--- config.mk ---
export PLATFORM = sky130hd
export DESIGN_NAME = stereo_vol
export DESIGN_NICKNAME = d
export VERILOG_FILES = /design/src/rtl/stereo_vol_pkg.sv /design/src/rtl/stereo_vol_target.sv /design/src/rtl/stereo_vol_ctrl.sv /design/src/rtl/stereo_vol_path.sv /design/src/rtl/stereo_vol.sv
export SDC_FILE = /design/constraint.sdc
export NUM_CORES = 1
export LEC_CHECK = 0
export BUFFER_PORTS_ARGS = -buffer_cell sky130_fd_sc_hd__clkbuf_2
export CORE_UTILIZATION = 58
export DETAILED_ROUTE_END_ITERATION = 6
export GPL_TIMING_DRIVEN = 0
export HOLD_SLACK_MARGIN = 0.05
export PLACE_DENSITY_LB_ADDON = 0.05
export SETUP_SLACK_MARGIN = 0.02
export SYNTH_ARGS = -nofsm -noshare
export SYNTH_HDL_FRONTEND = slang
export SYNTH_SLANG_ARGS = --single-unit
--- constraint.sdc ---
create_clock -name clk -period 4.32 [get_ports clk]
set_input_delay 0.864 -clock clk [delete_from_list [all_inputs] [get_ports clk]]
set_output_delay 0.864 -clock clk [all_outputs]
set_load 0.05 [all_outputs]
--- src/rtl/stereo_vol_pkg.sv ---
package stereo_vol_pkg;

  typedef enum logic [1:0] {
    MODE_TRACK    = 2'd0,
    MODE_FADE_OUT = 2'd1,
    MODE_FADE_IN  = 2'd2
  } rampMode_t;

  typedef struct packed {
    logic stepEn;
    logic toMute;
  } rampCmd_t;

endpackage

--- src/rtl/stereo_vol_target.sv ---
module stereo_vol_target #(
  parameter int CODE_W   = 8,
  parameter int ATT_W    = CODE_W + 1,
  parameter int MUTE_ATT = 283
) (
  input  logic [CODE_W-1:0] chanCode,
  input  logic [CODE_W-1:0] masterCode,
  input  logic              toMute,
  output logic [ATT_W-1:0]  target
);
  localparam int SUM_W = CODE_W + 1;

  logic [SUM_W-1:0] sum;

  always_comb begin
    sum = {1'b0, chanCode} + {1'b0, masterCode};
    if (toMute || (int'(sum) >= MUTE_ATT)) target = ATT_W'(MUTE_ATT);
    else                                   target = ATT_W'(sum);
  end
endmodule

--- src/rtl/stereo_vol_ctrl.sv ---
module stereo_vol_ctrl
  import stereo_vol_pkg::*;
#(
  parameter int SLOW_DIV = 16
) (
  input  logic     clk,
  input  logic     rstN,
  input  logic     muteReq,
  input  logic     sampleStrobe,
  input  logic     allAtTarget,
  output rampCmd_t cmd
);
  localparam int CNT_W = (SLOW_DIV > 1) ? $clog2(SLOW_DIV) : 1;
  localparam logic [CNT_W-1:0] CNT_LAST = CNT_W'(SLOW_DIV - 1);

  rampMode_t       modeNow;
  rampMode_t       modeQ;
  logic            recovering;
  logic [CNT_W-1:0] slowCnt;
  logic            slowMode;
  logic            slowTick;

  always_comb begin
    if (muteReq)         modeNow = MODE_FADE_OUT;
    else if (recovering) modeNow = MODE_FADE_IN;
    else                 modeNow = MODE_TRACK;
    slowMode = (modeNow != MODE_TRACK);
    slowTick = sampleStrobe && slowMode && (modeNow == modeQ) && (slowCnt == CNT_LAST);
    cmd.toMute = (modeNow == MODE_FADE_OUT);
    cmd.stepEn = slowMode ? slowTick : sampleStrobe;
  end

  always_ff @(posedge clk or negedge rstN) begin
    if (!rstN) begin
      modeQ      <= MODE_TRACK;
      recovering <= 1'b0;
      slowCnt    <= '0;
    end else begin
      modeQ <= modeNow;
      if (muteReq)          recovering <= 1'b1;
      else if (allAtTarget) recovering <= 1'b0;
      if (modeNow != modeQ)            slowCnt <= '0;
      else if (slowMode && sampleStrobe) slowCnt <= slowCnt + 1'b1;
    end
  end
endmodule

--- src/rtl/stereo_vol_path.sv ---
module stereo_vol_path
  import stereo_vol_pkg::*;
#(
  parameter int CODE_W   = 8,
  parameter int ATT_W    = CODE_W + 1,
  parameter int MUTE_ATT = 283,
  parameter int NUM_CH   = 2
) (
  input  logic                          clk,
  input  logic                          rstN,
  input  logic [NUM_CH-1:0][CODE_W-1:0] chanCode,
  input  logic [CODE_W-1:0]             masterCode,
  input  rampCmd_t                      cmd,
  output logic [NUM_CH-1:0][ATT_W-1:0]  att,
  output logic                          allAtTarget
);
  logic [NUM_CH-1:0] atTarget;

  for (genvar ch = 0; ch < NUM_CH; ch++) begin : g_chan
    logic [ATT_W-1:0] target;

    stereo_vol_target #(
      .CODE_W  (CODE_W),
      .ATT_W   (ATT_W),
      .MUTE_ATT(MUTE_ATT)
    ) u_target (
      .chanCode  (chanCode[ch]),
      .masterCode(masterCode),
      .toMute    (cmd.toMute),
      .target    (target)
    );

    assign atTarget[ch] = (att[ch] == target);

    always_ff @(posedge clk or negedge rstN) begin
      if (!rstN) begin
        att[ch] <= ATT_W'(MUTE_ATT);
      end else if (cmd.stepEn) begin
        if (att[ch] < target)      att[ch] <= att[ch] + 1'b1;
        else if (att[ch] > target) att[ch] <= att[ch] - 1'b1;
      end
    end
  end

  assign allAtTarget = &atTarget;
endmodule

--- src/rtl/stereo_vol.sv ---
module stereo_vol
  import stereo_vol_pkg::*;
#(
  parameter int CODE_W   = 8,
  parameter int MUTE_ATT = 283,
  parameter int SLOW_DIV = 16,
  localparam int ATT_W   = CODE_W + 1
) (
  input  logic              clk,
  input  logic              rstN,
  input  logic [CODE_W-1:0] leftCode,
  input  logic [CODE_W-1:0] rightCode,
  input  logic [CODE_W-1:0] masterCode,
  input  logic              muteReq,
  input  logic              sampleStrobe,
  output logic [ATT_W-1:0]  leftAtt,
  output logic [ATT_W-1:0]  rightAtt,
  output logic              muted
);
  rampCmd_t                   cmd;
  logic                       allAtTarget;
  logic [1:0][CODE_W-1:0]     codes;
  logic [1:0][ATT_W-1:0]      atts;

  assign codes = {rightCode, leftCode};

  stereo_vol_ctrl #(.SLOW_DIV(SLOW_DIV)) u_ctrl (
    .clk         (clk),
    .rstN        (rstN),
    .muteReq     (muteReq),
    .sampleStrobe(sampleStrobe),
    .allAtTarget (allAtTarget),
    .cmd         (cmd)
  );

  stereo_vol_path #(
    .CODE_W  (CODE_W),
    .ATT_W   (ATT_W),
    .MUTE_ATT(MUTE_ATT),
    .NUM_CH  (2)
  ) u_path (
    .clk        (clk),
    .rstN       (rstN),
    .chanCode   (codes),
    .masterCode (masterCode),
    .cmd        (cmd),
    .att        (atts),
    .allAtTarget(allAtTarget)
  );

  assign leftAtt  = atts[0];
  assign rightAtt = atts[1];
  assign muted    = (atts[0] == ATT_W'(MUTE_ATT)) && (atts[1] == ATT_W'(MUTE_ATT));
endmodule

# Word level (Yosys, flattened, before mapping)
# Index checks and enable logic that the tools add are counted.
word_totals:
  regBits: 25
  latch_bits: 0
  ram_bits: 0
  rom_bits: 0
  in_bits: 28
  output_inout_bits: 19
  memories: 0
classes:
  n_addsub: 7
  mul: 0
  div: 0
  magnitude_cmp: 6
  n_eq_ne: 8
  n_shift: 0
  mux: 13
  n_bitwise: 0
  n_reduce_logical: 14
ops:
  columns: ["op", "count"]
  rows:
  - ["2-to-1 mux 9 bit", 6]
  - ["adder 8 x 8 -> 9 bit", 2]
  - ["adder 9 x 1 -> 9 bit (second input constant)", 2]
  - ["== test 9 bit", 2]
  - ["== test 9 bit (second input constant)", 2]
  - [">= comparator 9 bit (second input constant)", 2]
  - ["> comparator 9 bit", 2]
  - ["< comparator 9 bit", 2]
  - ["subtractor 9 x 1 -> 9 bit (second input constant)", 2]
  - ["nonzero test 2 bit", 5]
  - ["2-to-1 mux 4 bit", 2]
  - ["AND reduction 2 bit", 3]
  - ["adder 4 x 1 -> 4 bit (second input constant)", 1]
  - ["== test 4 bit (second input constant)", 1]
  - ["logical AND 1 bit", 4]
  - ["2-to-1 mux 2 bit", 2]
  - ["2-to-1 mux 1 bit", 3]
  - ["== test 2 x 1 -> 1 bit (second input constant)", 1]
  - ["== test 2 bit", 1]
  - ["logical OR 1 bit", 2]
  - ["!= test 2 bit", 1]

# Depth between registers and ports, before layout
# Gate-level depths: netlist of run 1.
logic_depth:
  word_depth: 9
  depth_mapped: 21
  ltp_nobuf: 21

# By module
# From an unflattened synthesis of run 1, not the netlist that was laid out.
unflattened:
  hier_cells: 327
  area_unflattened_um2: 2991.6
modules_own_cells:
  columns: ["module", "instances", "cells_per_inst", "area_each_um2"]
  rows:
  - ["stereo_vol_path", 1, 193, 1773.0]
  - ["stereo_vol_target", 2, 48, 406.6]
  - ["stereo_vol_ctrl", 1, 32, 347.8]
  - ["stereo_vol", 1, 6, 57.6]

# Worst setup path before layout of run 1
# No wires, ideal clock.
synth_timing:
  kind: "input-to-reg"
  from: "input port rightCode[0]"
  to: "register u_path.att[16] (netlist bit)"
  setup_ns: 0.125
  arrival_time_ns: 5.395
  setup_slack_ns: -1.200
  cell_stages: 21
  path_buffers: 0
  path_cell_list: "ha_1 fa_1 a211oi_2 o21ai_1 a21o_1 a211oi_1 a41oi_2 or2_2 ha_1 a211oi_1 nor2_1 o21ba_2 o21ai_0 inv_1 ha_1 a21o_1 a211oi_1 nor2_1 o41ai_1 xnor2_1 mux2_2"
synth_via:
  elab_chain_len: 7
  word_cells_on_any_way: 9
  classes_between: "add/sub: 1; order compare: 3; mux: 2; reduce/logical: 3"
synth_rtl:
  columns: ["item", "line", "rtl"]
  rows:
  - ["start, declared", "stereo_vol.sv:12", "input logic [CODE_W-1:0] rightCode,"]
  - ["adder 8 x 8 -> 9 bit *", "stereo_vol_target.sv:16", "sum = {1'b0, chanCode} + {1'b0, masterCode};"]
  - [">= comparator 9 bit", "stereo_vol_target.sv:17", "if (toMute || (int'(sum) >= MUTE_ATT)) target = ATT_W'(MUTE_ATT);"]
  - ["logical OR 1 bit", "stereo_vol_target.sv:17", null]
  - ["2-to-1 mux 9 bit *", "stereo_vol_target.sv:17", null]
  - ["> comparator 9 bit or < comparator 9 bit (tied branches)", "stereo_vol_path.sv:40, stereo_vol_path.sv:39", null]
  - ["nonzero test 2 bit (no source line)", null, null]
  - ["AND reduction 2 bit (no source line)", null, null]
  - ["end signal, assigned by index", "stereo_vol_path.sv:37", "att[ch] <= ATT_W'(MUTE_ATT);"]
  - ["end, declared", "stereo_vol_path.sv:14", "output logic [NUM_CH-1:0][ATT_W-1:0] att,"]
# Mark *: on every way between the ends. The rest lies on a longest branch, timed or not.
# A chain may end at the register's enable or synchronous reset.

# Worst setup path after layout of run 1
layout_timing:
  from: "input port rightCode[1]"
  to: "register u_path.att[16] (netlist bit)"
# The elaborated chain is that of the path after synthesis.

==> results of run 1 <==
==> cell type report <==
type / instances / area, µm²
buffer: 2 / 15.0
clock buffer: 4 / 45.0
tap: 67 / 83.8
multi-input combinational: 292 / 2790
sequential: 25 / 638
fill: 224 / 502
inverter: 12 / 52.6
timing repair buffer: 86 / 626
==> sequential cells by signal, indices dropped and copies added (netlist names) <==
register,flops
u_ctrl.slowCnt,4
u_path.att,18
u_ctrl.modeQ,2
u_ctrl.recovering,1
==> metal layers <==
metal  share of wire (%)  vias up  track usage [%]
met1                  39     1511             37.8
li1                    -     1420                -
met4                 4.7        0             10.0
met2                  50      187             53.0
met3                 6.6       56             3.59
met5                   0        -                0
==> repair_timing <==
action	4_1_cts	5_1_grt
buffers inserted	31	14
cloned	2	0
pin swaps	49	31
gates resized for setup	59	41
endpoints found under the setup margin	15	19
==> cells by family after synthesis <==
kind of cell,Yosys count,share of synthesized area [%]
buf+inv,14,1.86
flops,25,22.0
xor+xnor,29,8.76
simple gates,108,17.9
compound gates,92,22.1
fa+ha+maj,53,23.9
mux,9,3.45
==> through the flow <==
step,TNS (ns),hold slack (ns),setup slack [ns],utilization (%),area (µm²)
after detailed placement,-10.81,0.526,-1.19,72.8,3460
after global placement,-9.61,0.513,-1.15,72.8,3460
after floorplan,-3.55,0.505,-0.663,-,3150
after global routing,-9.42,0.562,-1.11,89.4,4250
final,-7.07,0.540,-0.920,89.4,4250
after CTS,-4.91,0.521,-0.653,84.0,4000
==> cells in the mapped netlist (all sizes together) (3+ instances only) <==
cell type / instances
xnor2: 18
nand4: 7
dfrtp: 15
nand2: 32
xor2: 11
dfstp: 10
fa: 4
o21a: 3
or2: 3
a21o: 5
nand2b: 5
o211ai: 5
o21ai: 26
nor3: 10
ha: 49
nand3: 6
inv: 12
nor2b: 4
o21bai: 4
a211oi: 9
nor2: 30
a21oi: 20
mux2: 8
==> power breakdown <==
group | internal, mW | switching (mW) | leakage, nW
registers | 0.244 | 0.0147 | 0.302
logic | 0.149 | 0.189 | 1.53
clock network | 0.0662 | 0.0780 | 0.0228
==> worst max-delay path by stage <==
stage,endpoint,slack (ns),startpoint,cells past startpoint
after global placement,u_path.att[16],-1.15,masterCode[1],21
after global routing,u_path.att[16],-1.11,rightCode[1],19
final,u_path.att[16],-0.92,rightCode[1],22
after CTS,u_path.att[16],-0.65,rightCode[1],22
after floorplan,u_path.att[16],-0.66,rightCode[1],20
after detailed placement,u_path.att[16],-1.19,masterCode[1],21
==> results.json, run 1 <==
{
  "status": "finished, violations left",
  "violations": "negative setup slack",
  "yosys_warnings": 0,
  "wl_um": 9970,
  "syn_nets": 411,
  "r2r_setup_slack_ns": 0.94,
  "cts-htree-levels": 1,
  "async_reset_ff_share_pct": 100,
  "cp_top_family": "compound AO/OA/AOI/OAI gates",
  "slew_violations": 0,
  "yosysUniqueCellTypes": 51,
  "core_area_mm2": 0.00475,
  "drive_gt1_share_pct": 45.8,
  "clk_pin_slew_ns": 0.09,
  "ant_nets": 0,
  "synth.top_cells.by_area": "ha_1 21%, dfrtp_1 13%, dfstp_2 9.1%",
  "portBuffers": 46,
  "worstPathArrival_ns": 5.41,
  "worst_r2r_endpoint": "u_path.att[16]",
  "fp-row-count": 25,
  "netlist.area_leader.share_pct": 21.1,
  "antenna_found_initial": 0,
  "die_w_um": 72.7,
  "fmax_ghz": 0.191,
  "insertion_delay_ns": 0.28,
  "num-nets-final": 503,
  "initial_utilization_pct": 61.0,
  "yosysSeqAreaShare_pct": 22.0,
  "cts_root_buf": "clkbuf_8",
  "hold_viol_final": 0,
  "period_minus_slack_ns": 5.24,
  "dp.cells": 443,
  "hold_class": "flop to flop",
  "syn-mean-instance-area_um2": 8.78,
  "leakage_nw": 1.86,
  "finalCritPeriodShare_pct": 121,
  "io_pins": 47,
  "postCtsHoldBufs": 0,
  "vias": 3174,
  "crit_top_cell": "a211oi_2",
  "globalplace.congestion": 0.890,
  "cts_buffers": 3,
  "die_y_um": 72.7,
  "synth_edf_count": 0,
  "drtPass1Iterations": 5,
  "ir_worst_vdd_mv": 0.139,
  "reg2regPathDepth": 13,
  "p_per_area_mw_per_mm2": 174,
  "grt_pass1_wl_um": 12400,
  "drc": 0,
  "tightest_slew_ns": 0.720,
  "grt_pass1_vias": 2815,
  "final_cells": 488,
  "min_from": "u_path.att[0]",
  "hold_path_end": "u_path.att[0]",
  "drt_iter0_drc": 239,
  "cts_sinks": 25,
  "place_hpwl_um": 5470,
  "rsz0062_at_grt": "yes",
  "track_usage_pct": 29.9,
  "relSlewSlack_pct": 51.7,
  "final_common_cell": "clkbuf_2",
  "crit_chain": "clkbuf_16, buf_4, fa_2, a211oi_2, o21ai_1, a21o_1, a211oi_2, a41oi_2, or2_4, ha_4, a211oi_2, nor2_2, o21ba_4, o21ai_4, clkinv_4, ha_4, a21o_1, a211oi_2, nor2_2, o41ai_2, xnor2_1, mux2_2",
  "vias_per_cell": 6.50,
  "drv_cap": 0,
  "num_antenna_cells": 0,
  "power_uw": 742,
  "yosys.area.top_type": "ha_1",
  "final_cell_mix": "43 x clkbuf_2, 31 x ha_1, 28 x nand2_1, 28 x buf_4, 23 x nor2_1",
  "cp_slowest_cell": "fa_2",
  "detail_route.wl_per_cell_um": 20.4,
  "crit_path_end_kind": "flop",
  "area_growth_pct": 46.7,
  "r2r-start": "u_path.att[10]",
  "fin_ws_ns": -0.920,
  "grt_max_degree": 26,
  "cp-start-kind": "input pin",
  "cp_max_fo": 6,
  "hold_depth": 1,
  "die_area_mm2": 0.00529,
  "cp_slowest_stage_delay_ns": 0.41,
  "cp_num_buf_inv": 3,
  "fin_worst_skew_ns": 0.00943,
  "netlist_instances": 330,
  "setup_viol": 15,
  "overflow": 0,
  "ys_seq_elements": 25,
  "synth_ff_type": "dfrtp_1",
  "synth_area_mm2": 0.00290,
  "clock_path_buffers": 2,
  "cts_tree": "built",
  "cp.required_ns": 4.49,
  "critical_path_class": "input pin to flop"
}
Power figures use the tool's default switching activity.
==> run 2: changes to the inputs <==
==> constraint.sdc (replaced) <==
create_clock -name clk -period 4.32 [get_ports clk]
set_input_delay 0.432 -clock clk [delete_from_list [all_inputs] [get_ports clk]]
set_output_delay 0.432 -clock clk [all_outputs]
set_load 0.005 [all_outputs]
==> run 2 against run 1 <==
  * The flow still finishes with violations (negative setup slack)
  * Maximum frequency is 12% higher
  * Clock power up 5%
  * Sequential power about the same
  * Combinational power down 18%
  * First-iteration DRC count down 34%
  * Total power fell by 7.7%
  * Sequential share of layout area grew 1.3 points
  * Final cell count decreased by 3.3%
  * Critical path depth shrank 1
  * Non-clock buffer count fell by 15
  * Count of clock-buffer cells in the layout shrank 1
  * Wire length shrank 26%
==> results.json, run 2 (synthesis results as in run 1) <==
{
  "status": "finished, violations left",
  "violations": "negative setup slack",
  "cts_buffers": 3,
  "io_pins": 47,
  "drtPass1Iterations": 4,
  "die_y_um": 72.7,
  "track_usage_pct": 28.1,
  "clock_path_buffers": 2,
  "num_antenna_cells": 0,
  "ant_nets": 0,
  "use_met2_pct": 53.8,
  "final_common_cell": "clkbuf_2",
  "fp-row-count": 25,
  "die_area_mm2": 0.00529,
  "detail_route.wl_per_cell_um": 15.7,
  "critical_path_class": "input pin to flop",
  "fin_ws_ns": -0.347,
  "cts_tree": "built",
  "tightest_slew_ns": 0.639,
  "final-seq-area_um2": 638,
  "utilization_pct": 82.3,
  "worst_r2r_endpoint": "u_path.att[16]",
  "drive_gt1_share_pct": 38.8,
  "drv_cap": 0,
  "grt_pass1_vias": 2642,
  "num-nets-final": 487,
  "design_area_mm2": 0.00391,
  "top_register": "u_path.att",
  "final_cell_mix": "42 x clkbuf_2, 34 x ha_1, 32 x nand2_1",
  "reg_top3": "u_path.att: 18 flops, u_ctrl.slowCnt: 4 flops, u_ctrl.modeQ: 2 flops",
  "multi_input_area_mm2": 0.00258,
  "cp_slowest_stage_delay_ns": 0.33,
  "rsz0062_at_grt": "yes",
  "portBuffers": 46,
  "cp_max_fo": 6,
  "leakage_nw": 1.75,
  "vias_per_cell": 6.00,
  "insertion_delay_ns": 0.28,
  "cts_sinks": 25,
  "overflow": 0,
  "cts-htree-levels": 1,
  "hold_class": "input pin to async pin",
  "vias": 2830,
  "grtUsageMet1_pct": 34.2,
  "grt_max_degree": 26,
  "finalCritPeriodShare_pct": 108,
  "ir_worst_vdd_mv": 0.148,
  "crit_top_cell": "ha_4",
  "area_growth_pct": 34.9,
  "r2r-start": "u_path.att[10]",
  "core_area_mm2": 0.00475,
  "grt.busiest_layer": "met2",
  "slew_violations": 0,
  "setup_viol": 7,
  "cp-start-kind": "input pin",
  "clk_pin_slew_ns": 0.10,
  "relSlewSlack_pct": 56.9,
  "dpl_cell_area_mm2": 0.00339,
  "hold_viol_final": 0,
  "num-fill-cells": 302,
  "reg2regPathDepth": 13,
  "p_per_area_mw_per_mm2": 175,
  "fin_worst_skew_ns": 0.0161,
  "cp.required_ns": 4.50,
  "antenna_found_initial": 0,
  "period_minus_slack_ns": 4.67,
  "die_w_um": 72.7,
  "worstPathArrival_ns": 4.84,
  "grt_pass1_wl_um": 11800,
  "crit_path_end_kind": "flop",
  "cts_root_buf": "clkbuf_8",
  "largest_register_ffs": 18,
  "fmax_ghz": 0.214,
  "globalplace.congestion": 0.832,
  "drt_iter0_drc": 157,
  "cp_slowest_cell": "mux2_4",
  "place_hpwl_um": 5390,
  "crit_chain": "clkbuf_16, ha_4, a211o_1, a211oi_2, mux2_4, a311oi_2, a41oi_2, or2_4, ha_4, nand4_1, o21bai_2, o21ba_4, o21ai_4, inv_4, ha_4, a21o_1, a211oi_2, nor2_2, o41ai_2, xnor2_1, mux2_2",
  "initial_utilization_pct": 61.0,
  "met3_usage_pct": 2.76,
  "r2r_setup_slack_ns": 1.09,
  "worstSetupStartpoint": "masterCode[1]",
  "wl_um": 7420,
  "postCtsHoldBufs": 0,
  "drc": 0
}
==> run 2: cell count changes in the layout (fill, tap and decap cells not counted), moves of 3 or more <==
| cell | before | now |
|---|---|---|
| ha_1 | 31 | 34 |
| buf_4 | 28 | 18 |
| nand2_1 | 28 | 32 |
| nand2_2 | 3 | 0 |
| nor2_2 | 2 | 6 |
| nor2_4 | 5 | 0 |
| o21ai_1 | 12 | 7 |
| ha_4 | 18 | 14 |
| o21ai_2 | 5 | 2 |
| o21ai_0 | 7 | 16 |
| buf_6 | 13 | 7 |
==> run 2: area by class of cell <==
class,count,share of cell area [%]
Tap cell,67,2.14
Timing Repair Buffer,71,12.8
Inverter,12,1.28
Sequential cell,25,16.3
Clock inverter,1,0.224
Buffer,2,0.224
Multi-Input combinational cell,291,66.0
Clock buffer,3,1.06
==> run 2: worst max-delay path: cells and delay by family <==
family	cells	cell delay, ns
muxes	2	0.62
AOI/OAI and AO/OA	10	2.23
xor gates and xnor gates	1	0.14
and+or+nand+nor	3	0.50
buffers and inverters	2	0.23
adders and majority gates	3	0.68
==> run 2: how the worst max path moves through the flow <==
stage                           endpoint  slack (ns)
after floorplan           u_path.att[16]       -0.23
after detailed placement  u_path.att[16]       -0.81
after CTS                 u_path.att[16]       -0.27
after global routing      u_path.att[16]       -0.47
after global placement    u_path.att[16]       -0.72
final                     u_path.att[16]       -0.35
==> run 2: per-stage QoR <==
stage               instances  hold slack (ns)  total power [mW]  TNS, ns  setup WS (ns)
finish                    472            0.144             0.685   -0.985         -0.347
global route              472            0.187             0.726    -2.20         -0.469
CTS                       465            0.165             0.658   -0.855         -0.268
detailed placement        443            0.468             0.497    -5.22         -0.811
global placement          443            0.458             0.488    -4.39         -0.716
floorplan                 330            0.136             0.432   -0.431         -0.232
==> run 2: per-layer routing <==
metal	share of wire (%)	wire length, µm
met5	0	0
met4	0.88	65
met3	2.4	179
met2	53	3940
met1	44	3240
==> run 2: repair_timing <==
action,in CTS,in global routing
pin swaps,28,24
buffers inserted,18,8
resized for setup,20,40
endpoints found under the setup margin,8,12
==> run 2: report_power, final <==
| part | switching, mW | total, mW | internal (mW) |
|---|---|---|---|
| clock network | 0.0828 | 0.151 | 0.0677 |
| logic | 0.144 | 0.277 | 0.133 |
| registers | 0.0130 | 0.257 | 0.244 |
